`src/rtl/btb_pkg.sv`:
```
package btb_pkg;

  // Two-bit saturating history, numeric order matters: bit 1 is the prediction.
  typedef enum logic [1:0] {
    CTR_STRONG_NT = 2'd0,
    CTR_WEAK_NT   = 2'd1,
    CTR_WEAK_T    = 2'd2,
    CTR_STRONG_T  = 2'd3
  } hist_e;

  function automatic hist_e hist_step(input hist_e cur, input logic taken);
    hist_e nxt;
    nxt = cur;
    if (taken) begin
      if (cur != CTR_STRONG_T) nxt = hist_e'(cur + 2'd1);
    end else begin
      if (cur != CTR_STRONG_NT) nxt = hist_e'(cur - 2'd1);
    end
    return nxt;
  endfunction

  function automatic hist_e hist_init(input logic taken);
    return taken ? CTR_WEAK_T : CTR_WEAK_NT;
  endfunction

endpackage

```
`src/rtl/btb_match.sv`:
```
module btb_match #(
  parameter int ADDR_W  = 32,
  parameter int ENTRIES = 8,
  localparam int IDX_W  = (ENTRIES > 1) ? $clog2(ENTRIES) : 1
) (
  input  logic [ENTRIES-1:0]             vld,
  input  logic [ENTRIES-1:0][ADDR_W-1:0] tags,
  input  logic [ADDR_W-1:0]              key,
  output logic [ENTRIES-1:0]             hit_vec,
  output logic                           any_hit,
  output logic [IDX_W-1:0]               hit_idx
);

  for (genvar g = 0; g < ENTRIES; g++) begin : g_cmp
    assign hit_vec[g] = vld[g] && (tags[g] == key);
  end

  assign any_hit = |hit_vec;

  always_comb begin
    hit_idx = '0;
    for (int i = 0; i < ENTRIES; i++) begin
      if (hit_vec[i]) hit_idx = IDX_W'(i);
    end
  end

endmodule

```
`src/rtl/btb_entry.sv`:
```
module btb_entry
  import btb_pkg::*;
#(
  parameter int ADDR_W = 32
) (
  input  logic              clk,
  input  logic              rst_n,
  input  logic              alloc_en,
  input  logic              upd_en,
  input  logic [ADDR_W-1:0] wr_pc,
  input  logic [ADDR_W-1:0] wr_tgt,
  input  logic              wr_taken,
  output logic              vld,
  output logic [ADDR_W-1:0] tag,
  output logic [ADDR_W-1:0] tgt,
  output hist_e             hist
);

  logic              vld_q, vld_d;
  logic [ADDR_W-1:0] tag_q, tag_d;
  logic [ADDR_W-1:0] tgt_q, tgt_d;
  hist_e             hist_q, hist_d;
  logic              ce;

  assign ce = alloc_en | upd_en;

  always_comb begin
    vld_d  = vld_q;
    tag_d  = tag_q;
    tgt_d  = tgt_q;
    hist_d = hist_q;
    if (alloc_en) begin
      vld_d  = 1'b1;
      tag_d  = wr_pc;
      tgt_d  = wr_tgt;
      hist_d = hist_init(wr_taken);
    end else if (upd_en) begin
      hist_d = hist_step(hist_q, wr_taken);
      if (wr_taken) tgt_d = wr_tgt;
    end
  end

  always_ff @(posedge clk or negedge rst_n) begin
    if (!rst_n) begin
      vld_q  <= 1'b0;
      tag_q  <= '0;
      tgt_q  <= '0;
      hist_q <= CTR_STRONG_NT;
    end else if (ce) begin
      vld_q  <= vld_d;
      tag_q  <= tag_d;
      tgt_q  <= tgt_d;
      hist_q <= hist_d;
    end
  end

  assign vld  = vld_q;
  assign tag  = tag_q;
  assign tgt  = tgt_q;
  assign hist = hist_q;

endmodule

```
`src/rtl/btb_victim.sv`:
```
module btb_victim #(
  parameter int ENTRIES = 8,
  localparam int IDX_W  = (ENTRIES > 1) ? $clog2(ENTRIES) : 1
) (
  input  logic             clk,
  input  logic             rst_n,
  input  logic             adv,
  output logic [IDX_W-1:0] ptr
);

  logic [IDX_W-1:0] ptr_q, ptr_d;

  always_comb begin
    if (ptr_q == IDX_W'(ENTRIES - 1)) ptr_d = '0;
    else                              ptr_d = ptr_q + 1'b1;
  end

  always_ff @(posedge clk or negedge rst_n) begin
    if (!rst_n)   ptr_q <= '0;
    else if (adv) ptr_q <= ptr_d;
  end

  assign ptr = ptr_q;

endmodule

```
`src/rtl/btb_redirect.sv`:
```
module btb_redirect #(
  parameter int ADDR_W     = 32,
  parameter int INST_BYTES = 4
) (
  input  logic              clk,
  input  logic              rst_n,
  input  logic              rs_valid,
  input  logic [ADDR_W-1:0] rs_pc,
  input  logic              rs_taken,
  input  logic [ADDR_W-1:0] rs_target,
  input  logic [ADDR_W-1:0] rs_pred_next,
  output logic              redir_valid,
  output logic [ADDR_W-1:0] redir_pc
);

  logic [ADDR_W-1:0] fall_thru;
  logic [ADDR_W-1:0] correct_next;
  logic              mispred;
  logic              rv_q;
  logic [ADDR_W-1:0] rpc_q;

  assign fall_thru    = rs_pc + ADDR_W'(INST_BYTES);
  assign correct_next = rs_taken ? rs_target : fall_thru;
  assign mispred      = rs_valid && (correct_next != rs_pred_next);

  always_ff @(posedge clk or negedge rst_n) begin
    if (!rst_n) rv_q <= 1'b0;
    else        rv_q <= mispred;
  end

  always_ff @(posedge clk or negedge rst_n) begin
    if (!rst_n)       rpc_q <= '0;
    else if (mispred) rpc_q <= correct_next;
  end

  assign redir_valid = rv_q;
  assign redir_pc    = rpc_q;

endmodule

```
`src/rtl/btb_predictor.sv`:
```
module btb_predictor
  import btb_pkg::*;
#(
  parameter int ADDR_W     = 32,
  parameter int ENTRIES    = 8,
  parameter int INST_BYTES = 4
) (
  input  logic              clk,
  input  logic              rst_n,
  input  logic              lk_valid,
  input  logic [ADDR_W-1:0] lk_pc,
  output logic              lk_hit,
  output logic              lk_taken,
  output logic [ADDR_W-1:0] lk_next_pc,
  input  logic              rs_valid,
  input  logic [ADDR_W-1:0] rs_pc,
  input  logic              rs_taken,
  input  logic [ADDR_W-1:0] rs_target,
  input  logic [ADDR_W-1:0] rs_pred_next,
  output logic              redir_valid,
  output logic [ADDR_W-1:0] redir_pc
);

  localparam int IDX_W = (ENTRIES > 1) ? $clog2(ENTRIES) : 1;

  // Reset: asserted asynchronously, released on the clock.
  logic [1:0] rst_sync_q;
  logic       rst_int_n;

  always_ff @(posedge clk or negedge rst_n) begin
    if (!rst_n) rst_sync_q <= 2'b00;
    else        rst_sync_q <= {rst_sync_q[0], 1'b1};
  end
  assign rst_int_n = rst_sync_q[1];

  // Table state.
  logic [ENTRIES-1:0]             e_vld;
  logic [ENTRIES-1:0][ADDR_W-1:0] e_tag;
  logic [ENTRIES-1:0][ADDR_W-1:0] e_tgt;
  hist_e                          e_hist [ENTRIES];

  // Lookup side.
  logic [ENTRIES-1:0] lk_vec;
  logic               lk_any;
  logic [IDX_W-1:0]   lk_idx;
  logic [ADDR_W-1:0]  lk_sel_tgt;
  hist_e              lk_sel_hist;
  logic [ADDR_W-1:0]  lk_seq;

  btb_match #(.ADDR_W(ADDR_W), .ENTRIES(ENTRIES)) u_lk_match (
    .vld    (e_vld),
    .tags   (e_tag),
    .key    (lk_pc),
    .hit_vec(lk_vec),
    .any_hit(lk_any),
    .hit_idx(lk_idx)
  );

  always_comb begin
    lk_sel_tgt  = e_tgt[lk_idx];
    lk_sel_hist = e_hist[lk_idx];
  end

  assign lk_seq     = lk_pc + ADDR_W'(INST_BYTES);
  assign lk_hit     = lk_valid && lk_any;
  assign lk_taken   = lk_hit && lk_sel_hist[1];
  assign lk_next_pc = lk_taken ? lk_sel_tgt : lk_seq;

  // Resolve side.
  logic [ENTRIES-1:0] rs_vec;
  logic               rs_any;
  logic [IDX_W-1:0]   rs_idx;
  logic [IDX_W-1:0]   victim;
  logic               alloc;

  btb_match #(.ADDR_W(ADDR_W), .ENTRIES(ENTRIES)) u_rs_match (
    .vld    (e_vld),
    .tags   (e_tag),
    .key    (rs_pc),
    .hit_vec(rs_vec),
    .any_hit(rs_any),
    .hit_idx(rs_idx)
  );

  assign alloc = rs_valid && !rs_any;

  btb_victim #(.ENTRIES(ENTRIES)) u_victim (
    .clk  (clk),
    .rst_n(rst_int_n),
    .adv  (alloc),
    .ptr  (victim)
  );

  for (genvar g = 0; g < ENTRIES; g++) begin : g_ent
    logic en_alloc;
    logic en_upd;
    assign en_alloc = alloc && (victim == IDX_W'(g));
    assign en_upd   = rs_valid && rs_vec[g];

    btb_entry #(.ADDR_W(ADDR_W)) u_ent (
      .clk     (clk),
      .rst_n   (rst_int_n),
      .alloc_en(en_alloc),
      .upd_en  (en_upd),
      .wr_pc   (rs_pc),
      .wr_tgt  (rs_target),
      .wr_taken(rs_taken),
      .vld     (e_vld[g]),
      .tag     (e_tag[g]),
      .tgt     (e_tgt[g]),
      .hist    (e_hist[g])
    );
  end

  btb_redirect #(.ADDR_W(ADDR_W), .INST_BYTES(INST_BYTES)) u_redir (
    .clk         (clk),
    .rst_n       (rst_int_n),
    .rs_valid    (rs_valid),
    .rs_pc       (rs_pc),
    .rs_taken    (rs_taken),
    .rs_target   (rs_target),
    .rs_pred_next(rs_pred_next),
    .redir_valid (redir_valid),
    .redir_pc    (redir_pc)
  );

endmodule

```
`config.mk`:
```
export PLATFORM = sky130hd
export DESIGN_NAME = btb_predictor
export DESIGN_NICKNAME = d
export VERILOG_FILES = /design/src/rtl/btb_pkg.sv /design/src/rtl/btb_match.sv /design/src/rtl/btb_entry.sv /design/src/rtl/btb_victim.sv /design/src/rtl/btb_redirect.sv /design/src/rtl/btb_predictor.sv
export SDC_FILE = /design/constraint.sdc
export NUM_CORES = 2
export LEC_CHECK = 0
export BUFFER_PORTS_ARGS = -buffer_cell sky130_fd_sc_hd__buf_4
export CORE_MARGIN = 4
export CORE_UTILIZATION = 25
export DETAILED_ROUTE_END_ITERATION = 8
export PLACE_DENSITY = 0.47
export SLEW_MARGIN = 10
export SYNTH_ARGS = -nofsm -noshare
export SYNTH_HDL_FRONTEND = slang
export SYNTH_HIERARCHICAL = 1
export SYNTH_SLANG_ARGS = --single-unit
```
`constraint.sdc`:
```
create_clock -name clk -period 22.5 [get_ports clk]
set_input_delay 1.125 -clock clk [delete_from_list [all_inputs] [get_ports clk]]
set_output_delay 1.125 -clock clk [all_outputs]
set_load 0.05 [all_outputs]
```
# Yosys cells after proc, flatten, opt, wreduce, memory -nomap -nowiden
# Index checks and enable logic that the tools add are counted.
# classes
n_addsub	19
n_lt_le_gt_ge	2
n_eq_ne	40
mux	73
bitwise	9
n_reduce_logical	96
# op_table
op	n
$mux W32	20
$eq A32 B32 Y1	16
$bmux W32 S3	1
$mux W2	45
$add A32 B3 Y32 const B	2
$reduce_bool A2 Y1	24
$logic_and A1 B1 Y1	36
$ne A32 B32 Y1	1
$reduce_and A4 Y1	8
$ne A3 B1 Y1 const B	8
$reduce_and A3 Y1	8
$reduce_bool A3 Y1	8
$add A2 B1 Y2 const B	8
$ne A2 B2 Y1 const B	8
$reduce_and A2 Y1	8
$reduce_or A8 Y1	2
$sub A2 B1 Y2 const B	8
$mux W3	5
$eq A3 B3 Y1 const B	4
$or A1 B1 Y1	8
$bmux W2 S3	1
$eq A3 B2 Y1 const B	2
$ge A4 B4 Y1 const B	1
$lt A3 B4 Y1 const B	1
other kinds (6)	6
# word_totals
reg_bits	574
input_bits	133
out_inout_bits	67
word_cells	275

# Logic depth before layout (Yosys ltp)
# logic_depth
depth_word	15
ltp_mapped	15
ltp_nobuf	12

# Cells and area by module
# The synthesis kept the hierarchy.
# modules_own_cells
module	instances	cells_per_inst	area_each_um2	seq_area_each_um2
btb_entry	8	149	2661.3	1676.6
btb_match	2	396	3218.1	0.0
btb_redirect	1	461	3771.1	825.8
btb_predictor	1	314	3090.5	50.0
btb_victim	1	11	142.6	75.1

# Worst setup path before layout
# OpenSTA, ideal clock, no wires.
# synth_timing
kind	input to output
startpoint	in lk_pc[26]
endpoint	out lk_next_pc[18]
arrival_ns	4.558
slack_ns	16.817
cell_stages	13
path_buffers	2
cell_sequence	buf_4 > xor2_1 > nor4_2 > nand4_1 > nor4_4 > o21bai_1 > a21oi_1 > o21bai_1 > mux4_2 > a22oi_4 > buf_4 > inv_2 > a22oi_1
# synth_lines
element	line	text
start, declared	btb_predictor.sv:11	input logic [ADDR_W-1:0] lk_pc,
$eq A32 B32 Y1	btb_match.sv:15	assign hit_vec[g] = vld[g] && (tags[g] == key);
$logic_and A1 B1 Y1	btb_match.sv:15	
net lk_vec[3]	btb_predictor.sv:43	logic [ENTRIES-1:0] lk_vec;
$mux W2	btb_match.sv:23	if (hit_vec[i]) hit_idx = IDX_W'(i);
$mux W3 (4 in series)	btb_match.sv:23	
net lk_idx[0]	btb_predictor.sv:45	logic [IDX_W-1:0] lk_idx;
$not A3 Y4 (not written as such)	btb_predictor.sv:61	lk_sel_hist = e_hist[lk_idx];
$bmux W2 S3	btb_predictor.sv:61	
$mux W2 (not written as such) (2 in series)	btb_predictor.sv:61	
$logic_and A1 B1 Y1	btb_predictor.sv:66	assign lk_taken = lk_hit && lk_sel_hist[1];
net lk_taken	btb_predictor.sv:13	output logic lk_taken,
$mux W32	btb_predictor.sv:67	assign lk_next_pc = lk_taken ? lk_sel_tgt : lk_seq;
end, declared	btb_predictor.sv:14	output logic [ADDR_W-1:0] lk_next_pc,
# The timed path passes the listed nets, and every way through them passes these cells. The select of a mux whose other input is x is not followed.

# Final worst setup path
# layout_timing
startpoint	in lk_pc[11]
endpoint	out lk_next_pc[16]
# layout_lines
element	line
$eq A32 B32 Y1 *	btb_match.sv:15
$logic_and A1 B1 Y1 *	btb_match.sv:15
net lk_vec[2]	btb_predictor.sv:43
$mux W2 * (2 in series)	btb_match.sv:23
$mux W3 * (4 in series)	btb_match.sv:23
net lk_idx[0]	btb_predictor.sv:45
$not A3 Y4 (not written as such)	btb_predictor.sv:61
$bmux W2 S3	btb_predictor.sv:61
$mux W2 (not written as such) (2 in series)	btb_predictor.sv:61
$logic_and A1 B1 Y1	btb_predictor.sv:66
$mux W32 *	btb_predictor.sv:67
# Mark *: on every way through the listed nets, which the timed path passes. The rest lies on a longest branch. The select of a mux whose other input is x is not followed.

==> summary.txt <==
Worst setup path
  – Reg-to-reg slack, setup: 17.53 ns
  – Worst Setup End Kind: output pin
  – Crit path max fanout: 64
  – Worst r2r src: g_ent[0].u_ent/tag[5]
  – Reg2reg end: g_ent[1].u_ent/tgt[0]
  – Cells along the critical path: buf_4 > xor2_1 > nor4_1 > nand3_1 > nor3_1 > o21bai_1 > a21oi_1 > o21bai_4 > buf_4 > mux4_2 > a22oi_4 > buf_4 > a211oi_1 > a31oi_1 > buf_4
  – R2R cell count: 13
  – Required @ worst endpoint: 21.38 ns
  – Worst path slowest cell: buf_4
  – Critical path class: input port to output pin
  – Startpoint Class: input port
  – WP buf/inv: 4
  – Worst stage delay on the critical path: 0.69 ns
  – CP top delay family: buffers and inverters
  – Top cell by count, worst path: buf_4
  – Crit path DAT: approximately 6.3 ns

Routing
  – Post-route DRC: 0
  – Starting DRT DRC Count: slightly above 2000
  – Drt first pass iters: 5
  – Met1 Wirelength: roughly 60000 um
  – Top routing layer in use: met5
  – Vias: ~23000
  – Post-route ant nets: 0
  – Wire length per cell: 27.3 um
  – Met3 WL: roughly 8400 um
  – Via/cell ratio: about 4.9
  – Met2 wire len: approximately 58000 um
  – Routed WL: around 130000 um

Placement
  – Setup WS pre-CTS: roughly 15 ns
  – GP Congestion: 0.821
  – HPWL after detailed placement: ~90000 um
  – Number of port buffers: between 150 and 200

Timing
  – Final Setup Violations: 0
  – RSZ-0062 raised after global routing: false
  – Crit path time final: around 7.4 ns
  – Tcrit/Tclk final: 0.328
  – Setup tns final: 0 ns
  – Final Hold Viols: 0
  – Worst slew margin: 0.270
  – Min setup slack post-route: between 15 and 20 ns
  – Max Clock Skew: between 0.03 and 0.04 ns
  – Slew @ Worst Pin: 1.06 ns
  – Slew Viols, Final: 0
  – Max frequency: 135 MHz

Clocking
  – H-tree levels: 3
  – Post-cts gate resize count: 0
  – Clock latency on the worst-skew pair: between 0.6 and 0.7 ns
  – Clk slew on worst S/H paths: 0.06 ns
  – Num CTS Buffers: about 70
  – CTS Sinks: around 570
  – CTS tree: built
  – Setup Buffers After CTS: 0
  – CTS root buf: clkbuf_16
  – Hold_buf cts: 0
  – Maximum clock path buffer count: 3

Synthesis
  – Cells after synthesis: roughly 2800
  – Synthesized cell area: roughly 35000 um2
  – Syn_nets: 2902
  – Ys Warns: 6
  – Syn Area/Cell: approximately 13 um2

Global route
  – First-pass GRT wire length: 183000 um
  – Largest net degree at the start of global routing: between 150 and 200
  – Initial antenna violation count: 13
  – Total GRT Usage: 0.174
  – Number of global-route vias before repair: roughly 24000
  – Total gr overflow: 0

Die
  – I/O pins: 200
  – Initial Utilization: 0.252
  – Die Wd: around 380 um
  – Row Count: ~140
  – Total die area: approximately 140000 um2
  – Die Ht: ~380 um
  – Core area: ~140000 um2

Pwr
  – Switching Power: approximately 1.6 mW
  – PD cells: around 120 nW/um2
  – Leak: around 17 nW
  – Switching power share of the total: 0.330
  – Sequential Power Share: 0.407
  – Worst IR Drop VDD: ~0.048 mV
  – Clock share of power: 0.247
  – Cell internal pwr: approximately 3.2 mW
  – Comb power frac: 0.345

Layout
  – Layout fillers: ~14000
  – Area growth, synth to finish: 14.4%
  – Layout cells sized above 1: 0.339
  – Final #Nets: approximately 3000

Worst hold path
  – Min-delay worst type: register to asynchronous set/reset pin

Run status
  – Status: finished clean

Flow run
  – Max-cap violation count: 0
-- power by group through the flow --
stage	clock network (mW)	registers, mW	logic, mW
finish	1.20	1.97	1.67
global route	1.27	2.04	1.80
CTS	1.23	1.97	1.67
detailed placement	0	1.98	1.67
global placement	0	1.98	1.64
floorplan	0	1.89	1.34
-- stage by stage --
step           area (um2)  utilization  instances  total power, mW  hold slack (ns)
5_1_grt             39700        0.288       4731             5.10            0.264
4_1_cts             39700        0.288       4730             4.87            0.248
3_5_place_dp        37300        0.271       4605             3.65            0.294
2_1_floorplan       34700            -       2765             3.23            0.331
3_3_place_gp        37300        0.271       4605             3.63            0.293
6_report            39700        0.288       4737             4.84            0.263
-- routing by layer --
| metal | vias to the layer above | global-route usage |
|---|---|---|
| li1 | 10200 | - |
| met1 | 12200 | 0.249 |
| met2 | 794 | 0.266 |
| met3 | 178 | 0.0332 |
| met4 | 4 | 0.0472 |
| met5 | - | 0 |
-- area by class of cell --
type	count	area [um2]	area share
multi-input cells	1972	18800	0.474
diodes	7	17.5	0.000441
clock inverters	27	390	0.00983
inverters	34	128	0.00321
well taps	1794	2240	0.0565
repair buffers	231	1750	0.0440
flip-flops and latches	574	14400	0.362
clock buffers	98	2010	0.0506
-- worst max path at each step --
stage | to | slack [ns] | cells past startpoint | start
after detailed placement | lk_next_pc[31] | 15.04 | 15 | lk_pc[7]
final | lk_next_pc[16] | 15.12 | 15 | lk_pc[11]
after CTS | lk_next_pc[31] | 15.04 | 15 | lk_pc[7]
after floorplan | g_ent[0].u_ent/hist[0] | 5.32 | 0 | rst_sync_q[1]
after global routing | lk_next_pc[29] | 14.80 | 15 | lk_pc[14]
after global placement | lk_next_pc[31] | 15.03 | 15 | lk_pc[7]
-- registers in the layout, summed over array words and instances (netlist names) --
name	flops
u_victim/ptr	3
u_redir/redir_pc	32
g_ent.u_ent/tgt	256
g_ent.u_ent/tag	256
u_redir/redir_valid	1
rst_sync_q	2
g_ent.u_ent/vld	8
g_ent.u_ent/hist	16
-- layout by cell type (no fill, tap or decap), types with 9 or more instances in the layout --
master,count
nor4_1,99
o21ai_0,44
o21bai_1,10
a21oi_1,35
and3_1,11
dfrtp_1,573
xor2_1,414
or4_1,16
nand4_1,64
clkbuf_8,13
a211oi_1,28
mux2i_1,25
clkbuf_1,14
a31oi_1,33
nand2_1,55
or3_1,13
mux4_2,66
o31ai_1,11
nor2b_1,38
a22o_1,9
a21o_1,12
inv_1,32
nand3_1,55
nand2b_1,16
or2_2,10
and2_1,14
buf_4,230
nor3_1,33
clkbuf_16,71
nor2_1,35
mux2_2,280
mux2_4,255
xnor2_1,173
Note: power is estimated with default switching activity, not from simulation.
